**src/rtl/i2c_wiper_target.sv**
```systemverilog
`timescale 1ns/1ps
module i2c_wiper_target #(
  parameter logic [6:0] DEV_ID    = 7'b0101000,
  parameter int         NV_CYCLES = 1000,
  parameter logic [7:0] NV_INIT   = 8'h80
) (
  input  logic       clk,
  input  logic       rst_n,
  input  logic       scl_i,
  input  logic       sda_i,
  output logic       sda_oe,
  output logic [7:0] wiper_o,
  output logic [7:0] nv_o
);
  localparam int TW = $clog2(NV_CYCLES + 1);
  typedef enum logic [2:0] {P_IDLE, P_ID, P_ADDR, P_WR, P_RD, P_NV} phase_t;

  logic [2:0] scl_sy, sda_sy;
  phase_t     phase;
  logic [3:0] cnt;
  logic       in_ack, rw, rack, wr_pend;
  logic [7:0] shreg, tx, addr, acr, wiper;
  logic [TW-1:0] timer;
  logic [7:0] nv_q = NV_INIT;

  wire scl_s = scl_sy[1], scl_p = scl_sy[2];
  wire sda_s = sda_sy[1], sda_p = sda_sy[2];
  wire start_ev = scl_s & scl_p & sda_p & ~sda_s;
  wire stop_ev  = scl_s & scl_p & ~sda_p & sda_s;
  wire rise     = scl_s & ~scl_p;
  wire fall     = ~scl_s & scl_p;
  wire [7:0] rdval = (addr == 8'h00) ? wiper : (addr == 8'h02) ? acr : 8'h00;

  assign wiper_o = wiper;
  assign nv_o    = nv_q;

  always_ff @(posedge clk) begin
    if (!rst_n) begin
      scl_sy <= 3'b111;
      sda_sy <= 3'b111;
    end else begin
      scl_sy <= {scl_sy[1:0], scl_i};
      sda_sy <= {sda_sy[1:0], sda_i};
    end
  end

  always_ff @(posedge clk)
    if (phase == P_NV && timer == '0) nv_q <= wiper;

  always_ff @(posedge clk) begin
    if (!rst_n) begin
      phase <= P_IDLE; cnt <= '0; in_ack <= 1'b0; rw <= 1'b0; rack <= 1'b0;
      wr_pend <= 1'b0; shreg <= '0; tx <= '0; addr <= '0; acr <= '0;
      wiper <= nv_q; timer <= '0; sda_oe <= 1'b0;
    end else if (phase == P_NV) begin
      if (timer == '0) phase <= P_IDLE;
      else timer <= timer - 1'b1;
    end else if (start_ev) begin
      phase <= P_ID; cnt <= '0; in_ack <= 1'b0; sda_oe <= 1'b0; wr_pend <= 1'b0;
    end else if (stop_ev) begin
      sda_oe <= 1'b0; in_ack <= 1'b0; wr_pend <= 1'b0;
      if (wr_pend && acr == 8'h00) begin
        phase <= P_NV;
        timer <= TW'(NV_CYCLES - 1);
      end else phase <= P_IDLE;
    end else if (fall && phase != P_IDLE) begin
      if (!in_ack && cnt == 4'd8) begin
        in_ack <= 1'b1;
        case (phase)
          P_ID: begin
            if (shreg[7:1] == DEV_ID) begin
              sda_oe <= 1'b1; rw <= shreg[0];
            end else begin
              phase <= P_IDLE; in_ack <= 1'b0; sda_oe <= 1'b0;
            end
          end
          P_ADDR: begin addr <= shreg; sda_oe <= 1'b1; end
          P_WR: begin
            sda_oe <= 1'b1;
            if (addr == 8'h00) begin wiper <= shreg; wr_pend <= 1'b1; end
            else if (addr == 8'h02) acr <= shreg;
          end
          default: sda_oe <= 1'b0;
        endcase
      end else if (in_ack) begin
        in_ack <= 1'b0; cnt <= '0;
        case (phase)
          P_ID: begin
            if (rw) begin phase <= P_RD; tx <= rdval; sda_oe <= ~rdval[7]; end
            else begin phase <= P_ADDR; sda_oe <= 1'b0; end
          end
          P_ADDR: begin phase <= P_WR; sda_oe <= 1'b0; end
          P_RD: begin
            if (rack) begin tx <= rdval; sda_oe <= ~rdval[7]; end
            else begin phase <= P_IDLE; sda_oe <= 1'b0; end
          end
          default: sda_oe <= 1'b0;
        endcase
      end else if (phase == P_RD && cnt < 4'd8) begin
        sda_oe <= ~tx[3'd7 - cnt[2:0]];
      end
    end else if (rise && phase != P_IDLE) begin
      if (!in_ack && cnt < 4'd8) begin
        shreg <= {shreg[6:0], sda_s};
        cnt <= cnt + 1'b1;
      end else if (in_ack && phase == P_RD) rack <= ~sda_s;
    end
  end

  a_r11_oe_low_scl: assert property (@(posedge clk) disable iff (!rst_n)
    $rose(sda_oe) |-> !scl_s);
  a_r7_nv_released: assert property (@(posedge clk) disable iff (!rst_n)
    (phase == P_NV) |-> !sda_oe);
  a_r7_nv_regs_hold: assert property (@(posedge clk) disable iff (!rst_n)
    (phase == P_NV) |=> ($stable(wiper) && $stable(acr)));
  a_r5_nv_only_commit: assert property (@(posedge clk) disable iff (!rst_n)
    $changed(nv_q) |-> $past(phase == P_NV));
  a_r6_acr_gate: assert property (@(posedge clk) disable iff (!rst_n)
    (stop_ev && phase != P_NV && acr != 8'h00) |=> (phase != P_NV));
  a_r1_bad_id: assert property (@(posedge clk) disable iff (!rst_n)
    (fall && phase == P_ID && !in_ack && cnt == 4'd8 && shreg[7:1] != DEV_ID)
      |=> (!sda_oe && phase == P_IDLE));
endmodule

```
**config.mk**
```make
export PLATFORM = sky130hd
export DESIGN_NAME = i2c_wiper_target
export DESIGN_NICKNAME = d
export VERILOG_FILES = /design/src/rtl/i2c_wiper_target.sv
export SDC_FILE = /design/constraint.sdc
export NUM_CORES = 1
export LEC_CHECK = 0
export ABC_AREA = 1
export ABC_CLOCK_PERIOD_IN_PS = 4870
export CORE_UTILIZATION = 43
export DETAILED_ROUTE_END_ITERATION = 12
export GPL_TIMING_DRIVEN = 1
export PLACE_DENSITY = 0.66
export SLEW_MARGIN = 20
export SYNTH_ARGS = -nofsm -noshare
export SYNTH_HDL_FRONTEND = slang
export SYNTH_SLANG_ARGS = --single-unit
export TNS_END_PERCENT = 1
```
**constraint.sdc**
```tcl
create_clock -name clk -period 4.87 [get_ports clk]
set_input_delay 0.7305 -clock clk [delete_from_list [all_inputs] [get_ports clk]]
set_output_delay 0.7305 -clock clk [all_outputs]
set_load 0.02 [all_outputs]
```
### Word level (Yosys, flattened, before mapping)

Index checks and enable logic that the tools add are counted.

* register bits after elaboration: 76
* input port bits: 4
* output and inout port bits: 17
* word-level logic and storage cells: 169

* add/sub/neg operators: 3
* order comparisons: 2
* eq/ne operators: 26
* mux-type cells: 62
* bitwise operators: 20
* reduce and logical (&&, ||, !) cells: 40

Operator list (count)
* $mux W8: 12
* $mux W10: 5
* $mux W3: 12
* $mux W4: 7
* $reduce_and A7 Y1: 4
* $mux W1: 21
* $reduce_bool A3 Y1: 7
* $reduce_and A6 Y1: 3
* $logic_not A8 Y1: 2
* $pmux W8 S2: 1
* $ne A2 B2 Y1 const B: 7
* $not A1 Y1: 13
* $ne A2 B1 Y1 const B: 6
* $logic_not A10 Y1: 1
* $reduce_bool A5 Y1: 2
* $sub A10 B1 Y10 const B: 1
* $pmux W3 S3: 1
* $reduce_and A9 Y1: 1
* $eq A8 B2 Y1 const B: 1
* $logic_and A1 B1 Y1: 8
* $reduce_and A8 Y1: 1
* $and A1 B1 Y1: 7
* $eq A7 B6 Y1 const B: 1
* $eq A3 B2 Y1 const B: 2
* 22 further kinds: 27

### Logic depth before layout (Yosys ltp)

Gate-level depths: netlist (run 1).

* word-level depth: 11
* gate-level depth with buffers: 11
* gate-level depth less buffers: 11

### Worst setup path before layout (run 1)

Ideal clock, no wire load.

* kind: flip-flop to flip-flop
* start: register timer[0]
* end: register phase[1]
* library setup time: 0.113 ns
* data arrival time: 1.620 ns
* required time: 4.757 ns
* path slack: 3.137 ns
* stages on the path, launching flop included: 12
* clock period less this slack: 1.733 ns
* path through: dfxtp_1 -> inv_1 -> ha_1 -> nand2_1 -> nor2_1 -> inv_1 -> nor2_1 -> nor2_1 -> nand2_1 -> nand2_1 -> nand2_1 -> nor2_1

* cells in the longest elaborated chain, start to end: 3

Ends and longest elaborated chain
* start: declaration: line 23 `logic [TW-1:0] timer;`
* start signal: assignment: line 57 `else timer <= timer - 1'b1;`
* start signal: assignment: line 64 `timer <= TW'(NV_CYCLES - 1);`
* $logic_not A10 Y1: line 56 `if (timer == '0) phase <= P_IDLE;`
* $ne A2 B1 Y1 (no source line)
* $reduce_and A7 Y1 (no source line)
* end signal: assignment: line 56
* end signal: assignment: line 59 `phase <= P_ID; cnt <= '0; in_ack <= 1'b0; sda_oe <= 1'b0; wr_pend <= 1'b0;`
* end signal: assignment: line 63 `phase <= P_NV;`
* end: declaration: line 19 `phase_t phase;`

No other way between the ends.
A chain may end at the register's enable or synchronous reset.

### Worst setup path after layout (run 1)

* start: input rst_n
* end: register sda_sy[1]

RTL lines
* start: declaration: line 8 `input logic rst_n,`
* end signal: assignment: line 43 `sda_sy <= {sda_sy[1:0], sda_i};`
* end: declaration: line 18 `logic [2:0] scl_sy, sda_sy;`

No word-level cell between the ends.

==> results of run 1 <==
[where the power goes]
group | internal (W) | total (W) | switching, W
registers | 0.000653 | 0.000665 | 0.0000117
clock network | 0.000204 | 0.000488 | 0.000284
logic | 0.0000307 | 0.0000876 | 0.0000569
[cells in the mapped netlist, types with 2 or more instances]
| master | n |
|---|---|
| a211oi_2 | 5 |
| nor2_4 | 3 |
| a21oi_1 | 30 |
| nand4_1 | 4 |
| nor3_1 | 6 |
| buf_2 | 2 |
| o21a_1 | 2 |
| inv_2 | 7 |
| buf_6 | 3 |
| inv_1 | 48 |
| clkbuf_1 | 5 |
| ha_1 | 3 |
| xor2_1 | 4 |
| xnor2_1 | 2 |
| nor2_1 | 66 |
| nor2_2 | 4 |
| o21ai_1 | 4 |
| or2_2 | 5 |
| a211oi_1 | 3 |
| nand2_1 | 88 |
| nand2_2 | 2 |
| edfxtp_1 | 16 |
| o21ai_0 | 46 |
| nand3_2 | 2 |
| nand3_1 | 40 |
| dfxtp_1 | 60 |
[flip-flops by register name, summed over array words and instances, names as in the netlist, 4 cells and up]
| signal | count |
|---|---|
| timer | 10 |
| acr | 8 |
| addr | 8 |
| nv_o | 8 |
| shreg | 8 |
| tx | 8 |
| wiper_o | 8 |
| cnt | 4 |
[worst paths after layout]
kind / startpoint / to / cells past startpoint
max reg2reg: phase[2]$_SDFFE_PN0P_ / phase[2]$_SDFFE_PN0P_ / 7
min: sda_sy[0]$_SDFF_PN1_ / sda_sy[1]$_SDFF_PN1_ / 1
max: rst_n / sda_sy[1]$_SDFF_PN1_ / 4
min reg2reg: sda_sy[0]$_SDFF_PN1_ / sda_sy[1]$_SDFF_PN1_ / 1
[metrics by stage]
| stage | total power [W] | setup slack [ps] |
|---|---|---|
| 2_1_floorplan | 0.0007396 | 3137 |
| 3_3_place_gp | 0.0007657 | 1680 |
| 3_5_place_dp | 0.0007665 | 1637 |
| 4_1_cts | 0.001251 | 2051 |
| 5_1_grt | 0.001289 | 1864 |
| 6_report | 0.001240 | 2059 |
[metal layers]
| metal | track usage (%) | share of wire, % | wire, µm | vias up |
|---|---|---|---|---|
| met3 | 3.704 | 2.8 | 229 | 14 |
| li1 | - | - | - | 1609 |
| met2 | 30.86 | 46 | 3770 | 49 |
| met4 | 9.744 | 2.3 | 186 | 0 |
| met1 | 26.99 | 49 | 3954 | 1391 |
| met5 | 0 | 0 | 0 | - |
[cells in the final DEF (no fill, tap or decap), types with 3 or more instances in the layout]
master / instances
ha_1: 3
or2_2: 5
o21ai_1: 4
inv_6: 4
a21oi_1: 30
clkdlybuf4s50_1: 20
a211oi_2: 5
edfxtp_1: 16
clkbuf_8: 9
nor2_1: 66
nand2_1: 88
inv_2: 7
nand3_1: 40
inv_1: 48
nor2_2: 4
xor2_1: 4
nor2_4: 3
o21ai_0: 46
nor3_1: 6
nand4_1: 4
a211oi_1: 3
dfxtp_1: 60
[cell families after synthesis]
kind of cell	count (synthesis)	synth area share, %
DFF	76	45.85
and+or+nand+nor	229	29.41
adders and majority gates	3	1.024
AOI/OAI and AO/OA	93	14.40
xor gates and xnor gates	6	1.433
buffers and inverters	69	7.881
[layout make-up]
cell class / instances / area (µm²)
Clock buffer: 9 / 123.9
Clock inverter: 7 / 73.82
Fill cell: 801 / 4086
Inverter: 57 / 215.2
Multi-Input combinational cell: 331 / 1697
Sequential cell: 76 / 1682
Tap cell: 105 / 131.4
Timing Repair Buffer: 21 / 207.7
[worst reg2reg max path: stages, from the launching register on]
cell	delay [ps]
dfxtp_1	440
nand3_1	440
nor2_1	900
nor2_1	140
nand2_1	200
nand2_1	80
nand2_1	60
nor2_1	40
==> impl_metrics.env, run 1 <==
export IMPL_cts_tree="built"
export IMPL_syn_num_nets=483
export IMPL_fin_util_pct=50.27
export IMPL_postRouteAntennaNets=0
export IMPL_synthesis_area_mm2=0.003667
export IMPL_grt_pass1_vias=2796
export IMPL_clk_path_buf_depth=2
export IMPL_synth_area_per_cell_um2=7.704
export IMPL_hold_path_class="flop to flop"
export IMPL_synth_top_area_share_pct=32.75
export IMPL_core_mm2=0.008217
export IMPL_die_w_um=94.35
export IMPL_reg2reg_slack_ps=2480
export IMPL_clkTransAtPathRegs_ps=90
export IMPL_cp_slowest_cell="clkinv_1"
export IMPL_place_area_mm2=0.003933
export IMPL_port_buffers=20
export IMPL_num_antenna_cells=0
export IMPL_grt_max_degree=41
export IMPL_grt_use_total_pct=20.04
export IMPL_p_leak_nw=1.697
export IMPL_numCtsBuffers=9
export IMPL_skew_ps=12.08
export IMPL_hold_viol_final=0
export IMPL_finalMaxSlewViolations=0
export IMPL_hpwlAfterDp_mm=5.832
export IMPL_rsz0062_at_grt="false"
export IMPL_area_growth_pct=12.62
export IMPL_route_detailed_drc=0
export IMPL_async_flop_share_pct=0
export IMPL_antenna_found_initial=0
export IMPL_nets=503
export IMPL_fmax_ghz=0.3558
export IMPL_ctsResizeCount=0
export IMPL_place_gp_congestion=0.8402
export IMPL_cp_data_required_time_ps=5120
export IMPL_arrival_ps=3060
export IMPL_drive_gt1_share_pct=10.98
export IMPL_cts_hold_buf=0
export IMPL_crit_type="input pin to flop"
export IMPL_maxCapViolations=0
export IMPL_grt_overflow=0
export IMPL_cts_sinks=76
export IMPL_vias_per_cell=5.054
export IMPL_vdd_drop_max_uv=166.3
export IMPL_status="completed"
export IMPL_relSlewSlack_pct=30.43
export IMPL_synth_flop_cell="dfxtp_1"
export IMPL_synth_edf_count=16
export IMPL_die_area_mm2=0.008902
export IMPL_synth_cells=476
export IMPL_fin_area_mm2=0.004130
export IMPL_cts_htree_levels=3
export IMPL_dp_cells=590
export IMPL_clk_latency_ps=370
export IMPL_yosysWarnings=0
export IMPL_finalSetupViolations=0
export IMPL_crit_chain="clkdlybuf4s50_1 > buf_4 > clkinv_1 > or2_2"
export IMPL_start_kind="input pin"
export IMPL_synth_distinct_cells=42
export IMPL_drt_iter0_drc=153
export IMPL_cp_slowest_stage_delay_ps=910
export IMPL_synth_seq_cells=76
export IMPL_max_slew_worst_pin_slew_ps=1037
export IMPL_layout_min_cycle_time_ps=2811
export IMPL_num_rows=33
export IMPL_cts_root_buffer="clkbuf_8"
export IMPL_path_max_fanout=40
export IMPL_synth_area_top_cells="dfxtp_1, edfxtp_1, nand2_1, nor2_1, o21ai_0"
export IMPL_yosysSeqAreaShare_pct=45.85
export IMPL_ios=21
export IMPL_holdWs_ps=417.3
export IMPL_drt_total_wl_mm=8.140
export IMPL_post_cts_setup_buffers=0
export IMPL_critPathBufInv=3
export IMPL_finalSetupTns_ps=0
export IMPL_wl_per_cell_um=13.43
export IMPL_power_density_mw_per_mm2=300.3
export IMPL_cp_top_family="buffers and inverters"
export IMPL_cp_end_kind="flop"
export IMPL_fp_dieH_um=94.35
export IMPL_synth_top_area_cell="dfxtp_1"
export IMPL_fin_crit_sh_pct=57.72
export IMPL_grt_pass1_wl_mm=13.46
export IMPL_drt_pass1_iter_count=4
export IMPL_vias=3063
export IMPL_instances_no_fill=606
export IMPL_start_util_pct=44.63
Note: power is estimated with default switching activity, not from simulation.
==> run 2: changes to the inputs <==
ABC_CLOCK_PERIOD_IN_PS = 2860   (was 4870)
clock period = 2.86 ns   (was 4.87 ns; I/O delays follow)
==> run 2 against run 1 <==
  * Hold slack got worse by 3.3 ps
  * Via count increased by 2.4%
  * Combinational power rose by 72%
  * First-iteration DRC count up 7.2%
  * Clock skew fell by 1.2 ps
  * Clock power grew 67%
  * Routed wire length shrank 2.0%
  * Design area rose by 0.39%
  * Count of clock-buffer cells in the layout up 1
  * Total power grew 69%
==> impl_metrics.env, run 2 (same netlist as run 1, synthesis figures left out) <==
export IMPL_hpwlAfterDp_mm=5.905
export IMPL_antenna_found_initial=0
export IMPL_drive_gt1_share_pct=11.11
export IMPL_cp_end_kind="flop"
export IMPL_largest_reg_flops=10
export IMPL_fillers=781
export IMPL_grt_use_total_pct=19.17
export IMPL_core_mm2=0.008217
export IMPL_cp_data_required_time_ps=3140
export IMPL_top_register="timer"
export IMPL_num_rows=33
export IMPL_finalSetupTns_ps=0
export IMPL_rsz0062_at_grt="false"
export IMPL_instances_no_fill=609
export IMPL_p_leak_nw=1.705
export IMPL_reg2reg_to="shreg[2]$_SDFFE_PN0P_"
export IMPL_grt_pass1_wl_mm=13.13
export IMPL_maxCapViolations=0
export IMPL_grt_pass1_vias=2853
export IMPL_start_util_pct=44.63
export IMPL_skew_ps=10.86
export IMPL_numCtsBuffers=9
export IMPL_layout_commonest_cell="nand2_1"
export IMPL_vias_per_cell=5.148
export IMPL_ios=21
export IMPL_ctsResizeCount=0
export IMPL_cp_slowest_stage_delay_ps=450
export IMPL_wl_per_cell_um=13.10
export IMPL_path_max_fanout=16
export IMPL_fp_dieH_um=94.35
export IMPL_drt_iter0_drc=164
export IMPL_r2r_start="phase[0]$_SDFFE_PN0P_"
export IMPL_dp_cells=593
export IMPL_start_kind="flop"
export IMPL_cp_slowest_cell="or2_1"
export IMPL_cts_root_buffer="clkbuf_8"
export IMPL_regArea_mm2=0.001682
export IMPL_vias=3135
export IMPL_arrival_ps=2280
export IMPL_postRouteAntennaNets=0
export IMPL_hold_viol_final=0
export IMPL_rr_worst_depth=5
export IMPL_clk_latency_ps=350
export IMPL_clk_path_buf_depth=2
export IMPL_post_cts_setup_buffers=0
export IMPL_crit_path_start="phase[0]$_SDFFE_PN0P_"
export IMPL_die_area_mm2=0.008902
export IMPL_total_power_w=0.002096
export IMPL_cts_tree="built"
export IMPL_cts_sinks=76
export IMPL_fmax_ghz=0.4982
export IMPL_fin_util_pct=50.46
export IMPL_layout_common_cells="nand2_1, nor2_1, dfxtp_1"
export IMPL_route_detailed_drc=0
export IMPL_reg2reg_slack_ps=850
export IMPL_finalSetupViolations=0
export IMPL_crit_end="shreg[2]$_SDFFE_PN0P_"
export IMPL_nets=506
export IMPL_area_growth_pct=13.07
export IMPL_hold_path_class="flop to flop"
export IMPL_grt_max_degree=38
export IMPL_pre_cts_slack_ps=902.8
export IMPL_cts_hold_buf=0
export IMPL_port_buffers=20
export IMPL_fin_crit_sh_pct=70.18
export IMPL_grt_overflow=0
export IMPL_clkTransAtPathRegs_ps=80
export IMPL_vdd_drop_max_uv=273.4
export IMPL_drt_pass1_iter_count=5
export IMPL_max_slew_worst_pin_slew_ps=520.0
export IMPL_worst_slack_ps=852.9
export IMPL_place_gp_congestion=0.8894
export IMPL_num_antenna_cells=0
export IMPL_multi_input_area_mm2=0.001697
export IMPL_relSlewSlack_pct=65.24
export IMPL_finalMaxSlewViolations=0
export IMPL_cts_htree_levels=3
export IMPL_layout_min_cycle_time_ps=2007
export IMPL_crit_chain="nand3_1 > inv_2 > or2_1 > o21ai_0 > a21oi_1"
export IMPL_power_density_mw_per_mm2=505.4
export IMPL_crit_type="flop to flop"
export IMPL_die_w_um=94.35
export IMPL_status="completed"
export IMPL_drt_total_wl_mm=7.976
[run 2: how the worst min path moves through the flow]
stage               cells past startpoint              endpoint                 start
floorplan                               1  scl_sy[1]$_SDFF_PN1_  scl_sy[0]$_SDFF_PN1_
global placement                        1  scl_sy[1]$_SDFF_PN1_  scl_sy[0]$_SDFF_PN1_
detailed placement                      1  sda_sy[1]$_SDFF_PN1_  sda_sy[0]$_SDFF_PN1_
CTS                                     1  sda_sy[1]$_SDFF_PN1_  sda_sy[0]$_SDFF_PN1_
global route                            1  scl_sy[1]$_SDFF_PN1_  scl_sy[0]$_SDFF_PN1_
finish                                  1  scl_sy[1]$_SDFF_PN1_  scl_sy[0]$_SDFF_PN1_
[run 2: critical path: cells and delay by family (launching register included)]
kind / cells / cell delay [ps]
and+or+nand+nor: 2 / 870
DFF: 1 / 430
buffers and inverters: 1 / 320
AOI/OAI and AO/OA: 2 / 310
[run 2: metrics by stage]
step                      cell area (µm²)  hold slack [ps]
after floorplan                      3667            392.5
after global placement               3955            398.9
after detailed placement             3955            397.2
after CTS                            4146            415.2
after global routing                 4146            432.7
final                                4146            414.0
[run 2: cell type report]
type,instances,area share [%]
Clock buffer,10,3.078
Clock inverter,6,1.539
Inverter,57,5.190
Multi-Input combinational cell,331,40.92
Sequential cell,76,40.56
Tap cell,105,3.168
Timing Repair Buffer,24,5.552
[run 2: where the power goes]
part	switching [W]	total, W	internal [W]
clock network	0.000409	0.000813	0.000404
registers	0.0000194	0.00113	0.00111
logic	0.0000971	0.000151	0.0000542
total	0.000526	0.00210	0.00157
[run 2: routing by layer]
metal / wire, µm / track usage, % / share of wire, %
met4: 84 / 8.974 / 1.1
met5: 0 / 0 / 0
met3: 257 / 2.899 / 3.2
met1: 3813 / 25.41 / 48
met2: 3821 / 30.62 / 48
==> run 3: changes to the inputs <==
ABC_CLOCK_PERIOD_IN_PS = 1600   (was 2860)
PLACE_DENSITY = 0.68   (was 0.66)
clock period = 1.6 ns   (was 2.86 ns; I/O delays follow)
==> run 3 against run 2 <==
  * Cell count rose by 3.1%
  * Die area is the same
  * Non-clock buffer count rose by 19
  * Total power is 76% higher
  * Routed wire length is 4.5% higher
  * Sequential power increased by 79%
  * Critical path depth is 4 lower
  * Critical endpoint is now nv_o[0]
  * Largest cell class unchanged
  * Largest power group unchanged
  * Highest routed layer unchanged
==> impl_metrics.env, run 3 (same netlist as run 1, synthesis figures left out) <==
export IMPL_cts_tree="built"
export IMPL_power_density_mw_per_mm2=844.9
export IMPL_fin_crit_sh_pct=97.68
export IMPL_clkTransAtPathRegs_ps=90
export IMPL_rsz0062_at_grt="true"
export IMPL_hold_path_class="flop to flop"
export IMPL_instances_no_fill=628
export IMPL_grt_pass1_wl_mm=13.88
export IMPL_layout_common_cells="nand2_1, nor2_1, dfxtp_1"
export IMPL_cts_root_buffer="clkbuf_8"
export IMPL_fillers=793
export IMPL_maxCapViolations=0
export IMPL_cp_data_required_time_ps=1360
export IMPL_fp_dieH_um=94.35
export IMPL_critPathBufInv=1
export IMPL_place_gp_congestion=0.9014
export IMPL_clk_path_buf_depth=2
export IMPL_cp_slowest_cell="clkdlybuf4s50_1"
export IMPL_finalSetupViolations=0
export IMPL_hpwlAfterDp_mm=6.205
export IMPL_die_area_mm2=0.008902
export IMPL_dp_cells=612
export IMPL_vdd_drop_max_uv=404.2
export IMPL_max_slew_worst_pin_slew_ps=427.9
export IMPL_start_kind="flop"
export IMPL_start_util_pct=44.63
export IMPL_grt_overflow=0
export IMPL_port_buffers=20
export IMPL_vias=3233
export IMPL_hold_viol_final=0
export IMPL_grt_use_total_pct=20.37
export IMPL_grt_pass1_vias=2928
export IMPL_num_rows=33
export IMPL_drt_pass1_iter_count=5
export IMPL_top_register="timer"
export IMPL_worst_slack_ps=37.17
export IMPL_die_w_um=94.35
export IMPL_numCtsBuffers=9
export IMPL_largest_reg_flops=10
export IMPL_route_detailed_drc=0
export IMPL_area_growth_pct=19.07
export IMPL_nets=525
export IMPL_pre_cts_slack_ps=1.012
export IMPL_wl_per_cell_um=13.27
export IMPL_path_max_fanout=2
export IMPL_drt_iter0_drc=233
export IMPL_postRouteAntennaNets=0
export IMPL_regArea_mm2=0.001688
export IMPL_cp_slowest_stage_delay_ps=600
export IMPL_layout_commonest_cell="nand2_1"
export IMPL_cts_htree_levels=3
export IMPL_cp_end_kind="output pin"
export IMPL_layout_min_cycle_time_ps=1563
export IMPL_r2r_start="phase[0]$_SDFFE_PN0P_"
export IMPL_vias_per_cell=5.148
export IMPL_crit_chain="clkdlybuf4s50_1"
export IMPL_grt_max_degree=28
export IMPL_skew_ps=15.05
export IMPL_cp_top_family="buffers and inverters"
export IMPL_ios=21
export IMPL_post_cts_setup_buffers=0
export IMPL_finalMaxSlewViolations=0
export IMPL_finalSetupTns_ps=0
export IMPL_crit_type="flop to output pin"
export IMPL_total_power_w=0.003689
export IMPL_arrival_ps=1320
export IMPL_drive_gt1_share_pct=17.21
export IMPL_antenna_found_initial=0
export IMPL_core_mm2=0.008217
export IMPL_p_leak_nw=1.872
export IMPL_cts_hold_buf=0
export IMPL_fmax_ghz=0.6399
export IMPL_crit_path_start="nv_o[0]$_DFFE_PP_"
export IMPL_hp_start="scl_sy[0]$_SDFF_PN1_"
export IMPL_num_antenna_cells=0
export IMPL_multi_input_area_mm2=0.001737
export IMPL_status="completed"
export IMPL_relSlewSlack_pct=71.37
export IMPL_drt_total_wl_mm=8.334
export IMPL_cts_sinks=76
export IMPL_clk_latency_ps=360
## run 3: area by class of cell
| class | instances | area share, % |
|---|---|---|
| Timing Repair Buffer | 43 | 9.513 |
| Tap cell | 105 | 3.009 |
| Multi-Input combinational cell | 331 | 39.77 |
| Sequential cell | 76 | 38.65 |
| Clock buffer | 9 | 2.837 |
| Clock inverter | 7 | 1.289 |
| Inverter | 57 | 4.928 |
## run 3: worst paths after layout
kind	depth (start not counted)	slack, ps	to
max	1	40	nv_o[0]
min	1	420	scl_sy[1]$_SDFF_PN1_
max reg2reg	7	80	tx[6]$_SDFFE_PN0P_
min reg2reg	1	420	scl_sy[1]$_SDFF_PN1_
## run 3: layer usage
metal,track usage (%),wire length [µm],vias to the layer above,part of all wire [%]
li1,-,-,1649,-
met1,27.04,3836,1483,46
met2,31.70,3864,83,46
met3,4.589,416,18,5.0
met4,8.846,217,0,2.6
met5,0,0,-,0
## run 3: metrics by stage
stage | util, % | area (µm²) | hold WS (ps)
6_report | 53.14 | 4367 | 416.2
5_1_grt | 53.14 | 4367 | 431.3
4_1_cts | 52.46 | 4310 | 420.6
3_5_place_dp | 50.36 | 4138 | 401.7
3_3_place_gp | 50.36 | 4138 | 399.4
2_1_floorplan | - | 3670 | 346.6
## run 3: repair_timing
action | 4_1_cts | 5_1_grt
resized for setup | 9 | 23
pin swaps | 0 | 1
setup endpoints to repair | 13 | 57
## run 3: where the power goes
part	switching, W	internal (W)	total [W]
clock network	0.000782	0.000584	0.00137
registers	0.0000316	0.00199	0.00202
logic	0.000191	0.000113	0.000304
total	0.00100	0.00268	0.00369
